--- src/rtl/tconv_pkg.sv ---
package tconv_pkg;
  typedef enum logic [1:0] {
    MODE_CONT = 2'b00,
    MODE_ONCE = 2'b01,
    MODE_SPS  = 2'b10,
    MODE_OFF  = 2'b11
  } tmode_e;

  typedef enum logic [2:0] {
    ST_CONV = 3'd0,
    ST_DONE = 3'd1,
    ST_IDLE = 3'd2,
    ST_WAKE = 3'd3,
    ST_OFF  = 3'd4
  } tstate_e;
endpackage

--- src/rtl/tconv_tick.sv ---
module tconv_tick #(
  parameter int DIV = 4
) (
  input  logic clk,
  input  logic rst_n,
  input  logic restart,
  output logic tick
);
  localparam int PW = (DIV > 1) ? $clog2(DIV) : 1;
  localparam logic [PW-1:0] LAST = PW'(DIV - 1);

  logic [PW-1:0] pc;

  always_ff @(posedge clk) begin
    if (!rst_n)               pc <= '0;
    else if (restart || tick) pc <= '0;
    else                      pc <= pc + 1'b1;
  end

  assign tick = (pc == LAST);

  generate
    if (DIV > 1) begin : g_chk
      // the timebase restarts on a configuration write
      assert_restart_R8: assert property (@(posedge clk) disable iff (!rst_n)
        restart |=> !tick);
    end
  endgenerate
endmodule

--- src/rtl/tconv_fsm.sv ---
module tconv_fsm
  import tconv_pkg::*;
#(
  parameter int T_FAST   = 2,
  parameter int T_NORM   = 8,
  parameter int T_SPS    = 3,
  parameter int T_PERIOD = 10,
  parameter int T_WAKE   = 2
) (
  input  logic       clk,
  input  logic       rst_n,
  input  logic       tick,
  input  logic       cfg_wr,
  input  logic [1:0] cfg_mode,
  input  logic       conv_valid,
  output logic       conv_start,
  output logic       conv_busy,
  output logic       conv_ready,
  output logic       cap
);
  localparam int T_IDLE = T_PERIOD - T_SPS;
  localparam int TM1 = (T_NORM > T_FAST) ? T_NORM : T_FAST;
  localparam int TM2 = (TM1 > T_PERIOD) ? TM1 : T_PERIOD;
  localparam int TMAX = (TM2 > T_WAKE) ? TM2 : T_WAKE;
  localparam int CW = $clog2(TMAX + 1);

  tstate_e       state;
  tmode_e        mode_q;
  logic [CW-1:0] cnt;
  logic [CW-1:0] len;
  logic [CW-1:0] lim;
  logic          start_q;
  logic          last;

  always_comb begin
    case (state)
      ST_IDLE: lim = CW'(T_IDLE);
      ST_WAKE: lim = CW'(T_WAKE);
      default: lim = len;
    endcase
  end

  assign last = tick && (cnt == lim - 1'b1);

  always_ff @(posedge clk) begin
    if (!rst_n) begin
      state   <= ST_CONV;
      mode_q  <= MODE_CONT;
      cnt     <= '0;
      len     <= CW'(T_FAST);
      start_q <= 1'b1;
    end else begin
      start_q <= 1'b0;
      if (cfg_wr) begin
        mode_q <= tmode_e'(cfg_mode);
        cnt    <= '0;
        case (tmode_e'(cfg_mode))
          MODE_CONT: begin
            if (state == ST_OFF) state <= ST_WAKE;
            else begin
              state   <= ST_CONV;
              len     <= CW'(T_NORM);
              start_q <= 1'b1;
            end
          end
          MODE_ONCE: begin
            state   <= ST_CONV;
            len     <= CW'(T_NORM);
            start_q <= 1'b1;
          end
          MODE_SPS: begin
            state   <= ST_CONV;
            len     <= CW'(T_SPS);
            start_q <= 1'b1;
          end
          default: state <= ST_OFF;
        endcase
      end else begin
        case (state)
          ST_CONV: begin
            if (last) begin
              state <= ST_DONE;
              cnt   <= '0;
            end else if (tick) cnt <= cnt + 1'b1;
          end
          ST_DONE: begin
            if (conv_valid) begin
              cnt <= '0;
              case (mode_q)
                MODE_CONT: begin
                  state   <= ST_CONV;
                  len     <= CW'(T_NORM);
                  start_q <= 1'b1;
                end
                MODE_SPS: state <= ST_IDLE;
                default:  state <= ST_OFF;
              endcase
            end
          end
          ST_IDLE: begin
            if (last) begin
              state   <= ST_CONV;
              len     <= CW'(T_SPS);
              start_q <= 1'b1;
              cnt     <= '0;
            end else if (tick) cnt <= cnt + 1'b1;
          end
          ST_WAKE: begin
            if (last) begin
              state   <= ST_CONV;
              len     <= CW'(T_NORM);
              start_q <= 1'b1;
              cnt     <= '0;
            end else if (tick) cnt <= cnt + 1'b1;
          end
          default: ;
        endcase
      end
    end
  end

  assign conv_start = start_q;
  assign conv_busy  = (state == ST_CONV) || (state == ST_DONE);
  assign conv_ready = (state == ST_DONE);
  assign cap        = conv_ready && conv_valid && !cfg_wr;

  assert_start_busy_R12: assert property (@(posedge clk) disable iff (!rst_n)
    conv_start |-> conv_busy);
  assert_ready_busy_R11: assert property (@(posedge clk) disable iff (!rst_n)
    conv_ready |-> conv_busy);
  assert_abort_R8: assert property (@(posedge clk) disable iff (!rst_n)
    cfg_wr |=> !conv_ready);
  assert_off_quiet_R6: assert property (@(posedge clk) disable iff (!rst_n)
    (mode_q == MODE_OFF) |-> !conv_busy);
endmodule

--- src/rtl/tconv_result.sv ---
module tconv_result #(
  parameter int DW = 16,
  parameter int TRIM = 3
) (
  input  logic          clk,
  input  logic          rst_n,
  input  logic          cfg_wr,
  input  logic          cfg_res,
  input  logic          clr_stale,
  input  logic          val_rd,
  input  logic          cap,
  input  logic [DW-1:0] code,
  output logic [DW-1:0] temp_val,
  output logic          data_stale
);
  logic res_q;

  always_ff @(posedge clk) begin
    if (!rst_n) begin
      res_q      <= 1'b0;
      temp_val   <= '0;
      data_stale <= 1'b1;
    end else begin
      if (cfg_wr) res_q <= cfg_res;
      if (cap) begin
        temp_val   <= res_q ? code : {code[DW-1:TRIM], TRIM'(0)};
        data_stale <= 1'b0;
      end else if (val_rd || clr_stale) begin
        data_stale <= 1'b1;
      end
    end
  end

  assert_hold_R6: assert property (@(posedge clk) disable iff (!rst_n)
    !cap |=> $stable(temp_val));
  assert_fresh_R9: assert property (@(posedge clk) disable iff (!rst_n)
    cap |=> !data_stale);
  assert_trim_R10: assert property (@(posedge clk) disable iff (!rst_n)
    (cap && !res_q) |=> (temp_val[TRIM-1:0] == '0));
endmodule

--- src/rtl/tconv_sched.sv ---
module tconv_sched
  import tconv_pkg::*;
#(
  parameter int DIV      = 4,
  parameter int T_FAST   = 2,
  parameter int T_NORM   = 8,
  parameter int T_SPS    = 3,
  parameter int T_PERIOD = 10,
  parameter int T_WAKE   = 2
) (
  input  logic        clk,
  input  logic        rst_n,
  input  logic        cfg_wr,
  input  logic [1:0]  cfg_mode,
  input  logic        cfg_res,
  input  logic        val_rd,
  output logic        conv_start,
  output logic        conv_busy,
  output logic        conv_ready,
  input  logic        conv_valid,
  input  logic [15:0] conv_code,
  output logic [15:0] temp_val,
  output logic        data_stale
);
  logic tick;
  logic cap;
  logic clr_stale;

  assign clr_stale = cfg_wr && ((tmode_e'(cfg_mode) == MODE_ONCE) ||
                                (tmode_e'(cfg_mode) == MODE_SPS));

  tconv_tick #(.DIV(DIV)) tick_i (
    .clk(clk), .rst_n(rst_n), .restart(cfg_wr), .tick(tick)
  );

  tconv_fsm #(
    .T_FAST(T_FAST), .T_NORM(T_NORM), .T_SPS(T_SPS),
    .T_PERIOD(T_PERIOD), .T_WAKE(T_WAKE)
  ) fsm_i (
    .clk(clk), .rst_n(rst_n), .tick(tick), .cfg_wr(cfg_wr),
    .cfg_mode(cfg_mode), .conv_valid(conv_valid), .conv_start(conv_start),
    .conv_busy(conv_busy), .conv_ready(conv_ready), .cap(cap)
  );

  tconv_result #(.DW(16), .TRIM(3)) res_i (
    .clk(clk), .rst_n(rst_n), .cfg_wr(cfg_wr), .cfg_res(cfg_res),
    .clr_stale(clr_stale), .val_rd(val_rd), .cap(cap), .code(conv_code),
    .temp_val(temp_val), .data_stale(data_stale)
  );

  // a result is only taken while the sequencer is ready
  assert_accept_R11: assert property (@(posedge clk) disable iff (!rst_n)
    (!conv_ready) |=> $stable(temp_val));
endmodule

--- config.mk ---
export PLATFORM = sky130hd
export DESIGN_NAME = tconv_sched
export DESIGN_NICKNAME = d
export VERILOG_FILES = /design/src/rtl/tconv_pkg.sv /design/src/rtl/tconv_tick.sv /design/src/rtl/tconv_fsm.sv /design/src/rtl/tconv_result.sv /design/src/rtl/tconv_sched.sv
export SDC_FILE = /design/constraint.sdc
export NUM_CORES = 1
export LEC_CHECK = 0
export CAP_MARGIN = 30
export CORE_MARGIN = 4
export CORE_UTILIZATION = 40
export CTS_BUF_LIST = sky130_fd_sc_hd__clkbuf_4 sky130_fd_sc_hd__clkbuf_8 sky130_fd_sc_hd__clkbuf_16
export CTS_CLUSTER_SIZE = 14
export DETAILED_ROUTE_END_ITERATION = 8
export PLACE_DENSITY = 0.68
export SYNTH_ARGS = -nofsm -noshare
export SYNTH_HDL_FRONTEND = slang
export SYNTH_SLANG_ARGS = --single-unit
--- constraint.sdc ---
create_clock -name clk -period 2.73 [get_ports clk]
set_input_delay 0.546 -clock clk [delete_from_list [all_inputs] [get_ports clk]]
set_output_delay 0.546 -clock clk [all_outputs]
set_load 0.01 [all_outputs]
==> flow_metrics.tcl, run 1 <==
set metrics [dict create \
    wl_met2_um 1970 \
    ios 44 \
    clock-skew-final_ns 0.00260 \
    maxClockFrequency_mhz 417 \
    synthToLayoutAreaGrowth_pct 36.5 \
    hold_viol 0 \
    dp_hpwl_um 2980 \
    grt_max_degree 19 \
    postCtsHoldBufs 0 \
    clock-root-buffer "clkbuf_8" \
    n_fill_cell 383 \
    rows 23 \
    globalplace.congestion 0.816 \
    cp_data_arrival_time_ns 2.57 \
    syn_inst 190 \
    irDropWorstVdd_mv 0.287 \
    synth_fa_ha_area_frac 0.0534 \
    wl_um 4050 \
    syn_nets 221 \
    rsz0062_at_grt "false" \
    synthXorXnorAreaFrac 0.0313 \
    dr.first_iter.drc_count 61 \
    total_power_mw 1.05 \
    min_period_over_period 0.879 \
    cts_max_level 2 \
    place_worst_setup_slack_ns 0.215 \
    path_class "flop to flop" \
    core-area_um2 3970 \
    highest-signal-layer "met4" \
    wl_met1_um 1870 \
    powerDensity_nw_per_um2 471 \
    clock-sinks 33 \
    cts_buffers 5 \
    final_nets 270 \
    yosys.area_share.simple 0.257 \
    post_drt_wl_per_cell_um 13.9 \
    cp_max_fo 10 \
    slew_violations 0 \
    start_util 0.413 \
    worstSkewPairLatency_ns 0.28 \
    die_area_um2 5190 \
    synthMuxAreaShare 0.0496 \
    fin_setup_tns_ns 0 \
    vias 1493 \
    port-buffer-count 43 \
    first_pass_iters 4 \
    grt_pass1_wl_um 6900 \
    fin_cells 290 \
    synth_area_um2 1640 \
    grt_pass1_vias 1447 \
    antenna_cells 0 \
    yosys_register_bits 33 \
    die-height_um 72.0 \
    startpoint_type "flop" \
    synth_cell_type_count 49 \
    setup_viol 0 \
    overflow 0 \
    min_path_type "flop to flop" \
    syn-mean-instance-area_um2 8.63 \
    worst_pin_slew_ns 0.429 \
    synth_top_family_by_area "simple AND/OR/NAND/NOR gates" \
    maxCapViolations 0 \
    ant_nets 0 \
    drive_above_1_share 0.104 \
    crit_required_ns 2.90 \
    clk_pin_slew_ns 0.07 \
    status "finished clean" \
    drc 0 \
    end_kind "flop" \
    viasPerCell 5.15 \
    post-route-min-period_ns 2.40 \
    fin_util 0.564 \
    ys_seq_area_frac 0.403 \
    grt_util_all_layers 0.167 \
    clk_path_buf_depth 2 \
    synth_compound_area_frac 0.176 \
    route.met3.wl_um 172 \
    yosys_warnings 0 \
    antenna_found_initial 0 \
    leakagePower_nw 0.841 \
    dp_cells 282 \
    fp.dieW_um 72.0 \
    fin_ws_ns 0.331 \
    cts_tree "built" \
    slew_headroom 0.713 \
]
-- state kept, by name, summed over array words and instances (netlist names) --
register and count:
fsm_i.mode_q 2, tick_i.pc 2, fsm_i.len 3, res_i.data_stale 1, fsm_i.state 3, fsm_i.conv_start 1, res_i.temp_val 16, res_i.res_q 1
fsm_i.cnt 4
-- logic make-up after synthesis --
group / count (synthesis)
AOI/OAI and AO/OA: 41
xor gates and xnor gates: 5
adders and majority gates: 7
buffers and inverters: 12
DFF: 33
muxes: 8
and+or+nand+nor: 84
-- through the flow --
stage / cell area, um2 / hold slack (ns)
2_1_floorplan: 1640 / 0.408
3_3_place_gp: 2150 / 0.421
3_5_place_dp: 2150 / 0.421
4_1_cts: 2240 / 0.438
5_1_grt: 2240 / 0.459
6_report: 2240 / 0.435
-- per-layer routing --
metal	GRT usage	vias to the layer above
met5	0	-
met3	0.0471	4
met1	0.227	688
li1	-	765
met2	0.262	36
met4	0.0438	0
-- power breakdown --
| group | switching (mW) | internal (mW) | total (mW) | leakage, nW |
|---|---|---|---|---|
| Clock | 0.180 | 0.187 | 0.366 | 0.0484 |
| Sequential | 0.0140 | 0.498 | 0.512 | 0.269 |
| Combinational | 0.0842 | 0.0926 | 0.177 | 0.524 |
| Total | 0.278 | 0.777 | 1.05 | 0.841 |
-- path summary, 6_finish.rpt --
path                                     from                         to  slack [ns]  depth (start not counted)
hold reg to reg       tick_i.pc[0]$_SDFF_PP0_    tick_i.pc[0]$_SDFF_PP0_        0.44                          1
setup reg to reg  fsm_i.state[1]$_SDFFE_PN0P_  fsm_i.len[1]$_SDFFE_PN1P_        0.33                          9
setup / recovery  fsm_i.state[1]$_SDFFE_PN0P_  fsm_i.len[1]$_SDFFE_PN1P_        0.33                          9
hold / removal        tick_i.pc[0]$_SDFF_PP0_    tick_i.pc[0]$_SDFF_PP0_        0.44                          1
-- Yosys cell counts, drive strengths merged --
library cell / instances / area, um2
nand2b: 5 / 31.3
nor2: 14 / 52.6
nor3: 2 / 15.0
a22oi: 3 / 22.5
mux2: 1 / 11.3
buf: 2 / 11.3
xnor2: 3 / 33.8
and3: 1 / 6.26
a211oi: 1 / 7.51
or3b: 1 / 8.76
o21ai: 5 / 25.0
mux2i: 7 / 70.1
a31oi: 4 / 31.3
dfxtp: 33 / 661
or3: 1 / 6.26
o2111ai: 1 / 8.76
o31ai: 1 / 12.5
o221ai: 1 / 8.76
o21bai: 1 / 7.51
nand3: 8 / 40.0
a311oi: 1 / 26.3
nor2b: 1 / 6.26
o211a: 1 / 10.0
and2b: 1 / 7.51
a32oi: 1 / 8.76
ha: 7 / 87.6
nand3b: 2 / 15.0
or2: 2 / 12.5
nor4b: 1 / 8.76
nand4b: 2 / 17.5
and4b: 1 / 10.0
inv: 4 / 15.0
and2: 1 / 6.26
a311o: 1 / 10.0
xor2: 2 / 17.5
clkbuf: 6 / 22.5
nand2: 38 / 143
nor3b: 2 / 26.3
a21o: 1 / 7.51
a21oi: 19 / 103
and4: 1 / 8.76
-- final cells by class --
class	count	area [um2]	area share
repair buffers	50	483	0.216
clock buffers	6	76.3	0.0341
inverters	4	15.0	0.00670
clock inverters	2	10.0	0.00447
well taps	50	62.6	0.0279
flip-flops and latches	33	662	0.296
multi-input cells	145	931	0.416
-- worst max-delay path, cell delays in order (launching register included) --
cell and delay [ns]:
dfxtp_2 0.44, nor3b_4 0.28, a21oi_2 0.08, ha_1 0.21, xor2_1 0.16, xnor2_1 0.13
and3_1 0.25, nand3_1 0.17, a31oi_2 0.25, mux2_1 0.33
-- layout by cell type, fill, tap and decap left out, types with 2 or more instances in the layout --
cell and n:
a21oi_1 17, a21oi_2 2, a22oi_1 3, a31oi_1 3, buf_4 7, clkbuf_8 5, clkdlybuf4s50_1 43, clkinv_2 2
dfxtp_1 32, ha_1 7, inv_1 4, mux2i_1 7, nand2_1 38, nand2b_1 5, nand3_1 8, nand3b_1 2
nand4b_1 2, nor2_1 14, o21ai_0 3, o21ai_1 2, xnor2_1 2, xor2_1 2
-- repair_timing --
item                                    in CTS  in global routing
setup buffers                                0                  0
gates resized for setup                      0                  1
endpoints found under the setup margin       0                  2
endpoints found under the hold margin        0                  0
Power figures use the tool's default switching activity.
==> run 2: changes to the inputs <==
clock period = 2.49 ns   (was 2.73 ns; I/O delays follow)
==> flow_metrics.tcl, run 2 (synthesis gave the netlist of run 1 again) <==
set metrics [dict create \
    switching_share 0.269 \
    crit_required_ns 2.66 \
    crit_path_max_incr_delay_ns 0.35 \
    slowest_stage "dfxtp_1" \
    maxCapViolations 0 \
    die_area_um2 5190 \
    worstSkewPairLatency_ns 0.28 \
    grt_util_all_layers 0.158 \
    drc 0 \
    grt_pass1_wl_um 6560 \
    clock-sinks 33 \
    place_worst_setup_slack_ns 0.0971 \
    cp_data_arrival_time_ns 2.42 \
    slew_violations 0 \
    largestRegisters "res_i.temp_val: 16 flops, fsm_i.cnt: 4 flops" \
    post-route-min-period_ns 2.25 \
    cts_buffers 5 \
    layout_commonest_cell "clkdlybuf4s50_1" \
    post_cts_buffers 0 \
    first_pass_iters 4 \
    wl_um 3930 \
    leakagePower_nw 0.867 \
    dp_hpwl_um 2910 \
    seqPwrFrac 0.483 \
    clk_pin_slew_ns 0.07 \
    grt_pass1_vias 1420 \
    switching_power_uw 311 \
    grt_max_degree 17 \
    ios 44 \
    clockPowerShare 0.343 \
    startpoint_type "flop" \
    cts_resized 0 \
    fp.dieW_um 72.0 \
    final_nets 276 \
    cp_max_fo 4 \
    start_util 0.413 \
    final_cell_mix "clkdlybuf4s50_1, nand2_1, dfxtp_1" \
    core-area_um2 3970 \
    drive_above_1_share 0.122 \
    antenna_cells 0 \
    p_int_uw 844 \
    p_comb_frac 0.174 \
    clk_path_buf_depth 2 \
    overflow 0 \
    end_kind "flop" \
    fin_setup_tns_ns 0 \
    vias 1483 \
    total_power_mw 1.15 \
    post_drt_wl_per_cell_um 13.3 \
    port-buffer-count 43 \
    rows 23 \
    path_class "flop to flop" \
    path_cells "nand2b_1 > a21oi_2 > ha_1 > xor2_1 > xnor2_1 > and3_1 > nand3_1 > a31oi_2 > mux2_1" \
    largest_reg_flops 16 \
    rsz0062_at_grt "false" \
    antenna_found_initial 0 \
    dr.first_iter.drc_count 42 \
    status "finished clean" \
    clock-skew-final_ns 0.00503 \
    ant_nets 0 \
    fin_ws_ns 0.241 \
    maxClockFrequency_mhz 445 \
    min_period_over_period 0.903 \
    postCtsHoldBufs 0 \
    min_path_type "flop to flop" \
    hold_viol 0 \
    irDropWorstVdd_mv 0.253 \
    slew_headroom 0.691 \
    setup_viol 0 \
    clock-root-buffer "clkbuf_8" \
    die-height_um 72.0 \
    globalplace.congestion 0.807 \
    cts_tree "built" \
    viasPerCell 5.01 \
    worst_pin_slew_ns 0.462 \
    cts_max_level 2 \
    top_register "res_i.temp_val" \
    powerDensity_nw_per_um2 506 \
    synthToLayoutAreaGrowth_pct 39.2 \
]
[run 2: final cells by class]
cell class	count	area, um2
Sequential cell	33	661
Clock inverter	3	17.5
Tap cell	50	62.6
Timing Repair Buffer	56	528
Inverter	4	15.0
Clock buffer	5	68.8
Multi-Input combinational cell	145	931
Fill cell	367	1690
[run 2: worst paths after layout]
path | endpoint | slack, ns | cells after the start | from
worst max-delay path | fsm_i.len[1]$_SDFFE_PN1P_ | 0.24 | 9 | fsm_i.state[2]$_SDFFE_PN0P_
worst min-delay path | tick_i.pc[0]$_SDFF_PP0_ | 0.44 | 1 | tick_i.pc[0]$_SDFF_PP0_
worst max register to register | fsm_i.len[1]$_SDFFE_PN1P_ | 0.24 | 9 | fsm_i.state[2]$_SDFFE_PN0P_
worst min register to register | tick_i.pc[0]$_SDFF_PP0_ | 0.44 | 1 | tick_i.pc[0]$_SDFF_PP0_
[run 2: metrics by stage]
| step | util | cell area (um2) | std cells | hold WS, ns |
|---|---|---|---|---|
| after detailed placement | 0.553 | 2200 | 288 | 0.421 |
| final | 0.575 | 2280 | 296 | 0.438 |
| after global routing | 0.575 | 2280 | 296 | 0.473 |
| after CTS | 0.575 | 2280 | 296 | 0.438 |
| after global placement | 0.553 | 2200 | 288 | 0.422 |
| after floorplan | - | 1640 | 190 | 0.408 |
[run 2: layer usage]
| layer | GRT usage | part of all wire | vias up |
|---|---|---|---|
| met4 | 0.0543 | 0.0074 | 0 |
| met2 | 0.237 | 0.46 | 33 |
| li1 | - | - | 775 |
| met1 | 0.223 | 0.49 | 673 |
| met5 | 0 | 0 | - |
| met3 | 0.0388 | 0.038 | 2 |
[run 2: power by group through the flow]
stage | registers [mW] | clock network [mW] | logic, mW
after global placement | 0.570 | 0 | 0.199
after global routing | 0.561 | 0.428 | 0.221
after floorplan | 0.572 | 0 | 0.106
after CTS | 0.558 | 0.406 | 0.202
after detailed placement | 0.570 | 0 | 0.200
final | 0.558 | 0.396 | 0.201
[run 2: worst max-delay path, delay by kind of cell, from the launching register on]
| family | cells | cell delay (ns) |
|---|---|---|
| AND/OR/NAND/NOR | 3 | 0.53 |
| AO/OA/AOI/OAI | 2 | 0.40 |
| multiplexers | 1 | 0.34 |
| adder cells (fa/ha/maj) | 1 | 0.19 |
| flip-flops | 1 | 0.35 |
| XOR/XNOR | 2 | 0.32 |
==> run 3: changes to the inputs <==
ABC_AREA = 0   (was not set)
==> results of run 3 <==
Final layout, timing and power as in run 2 (identical DEF).
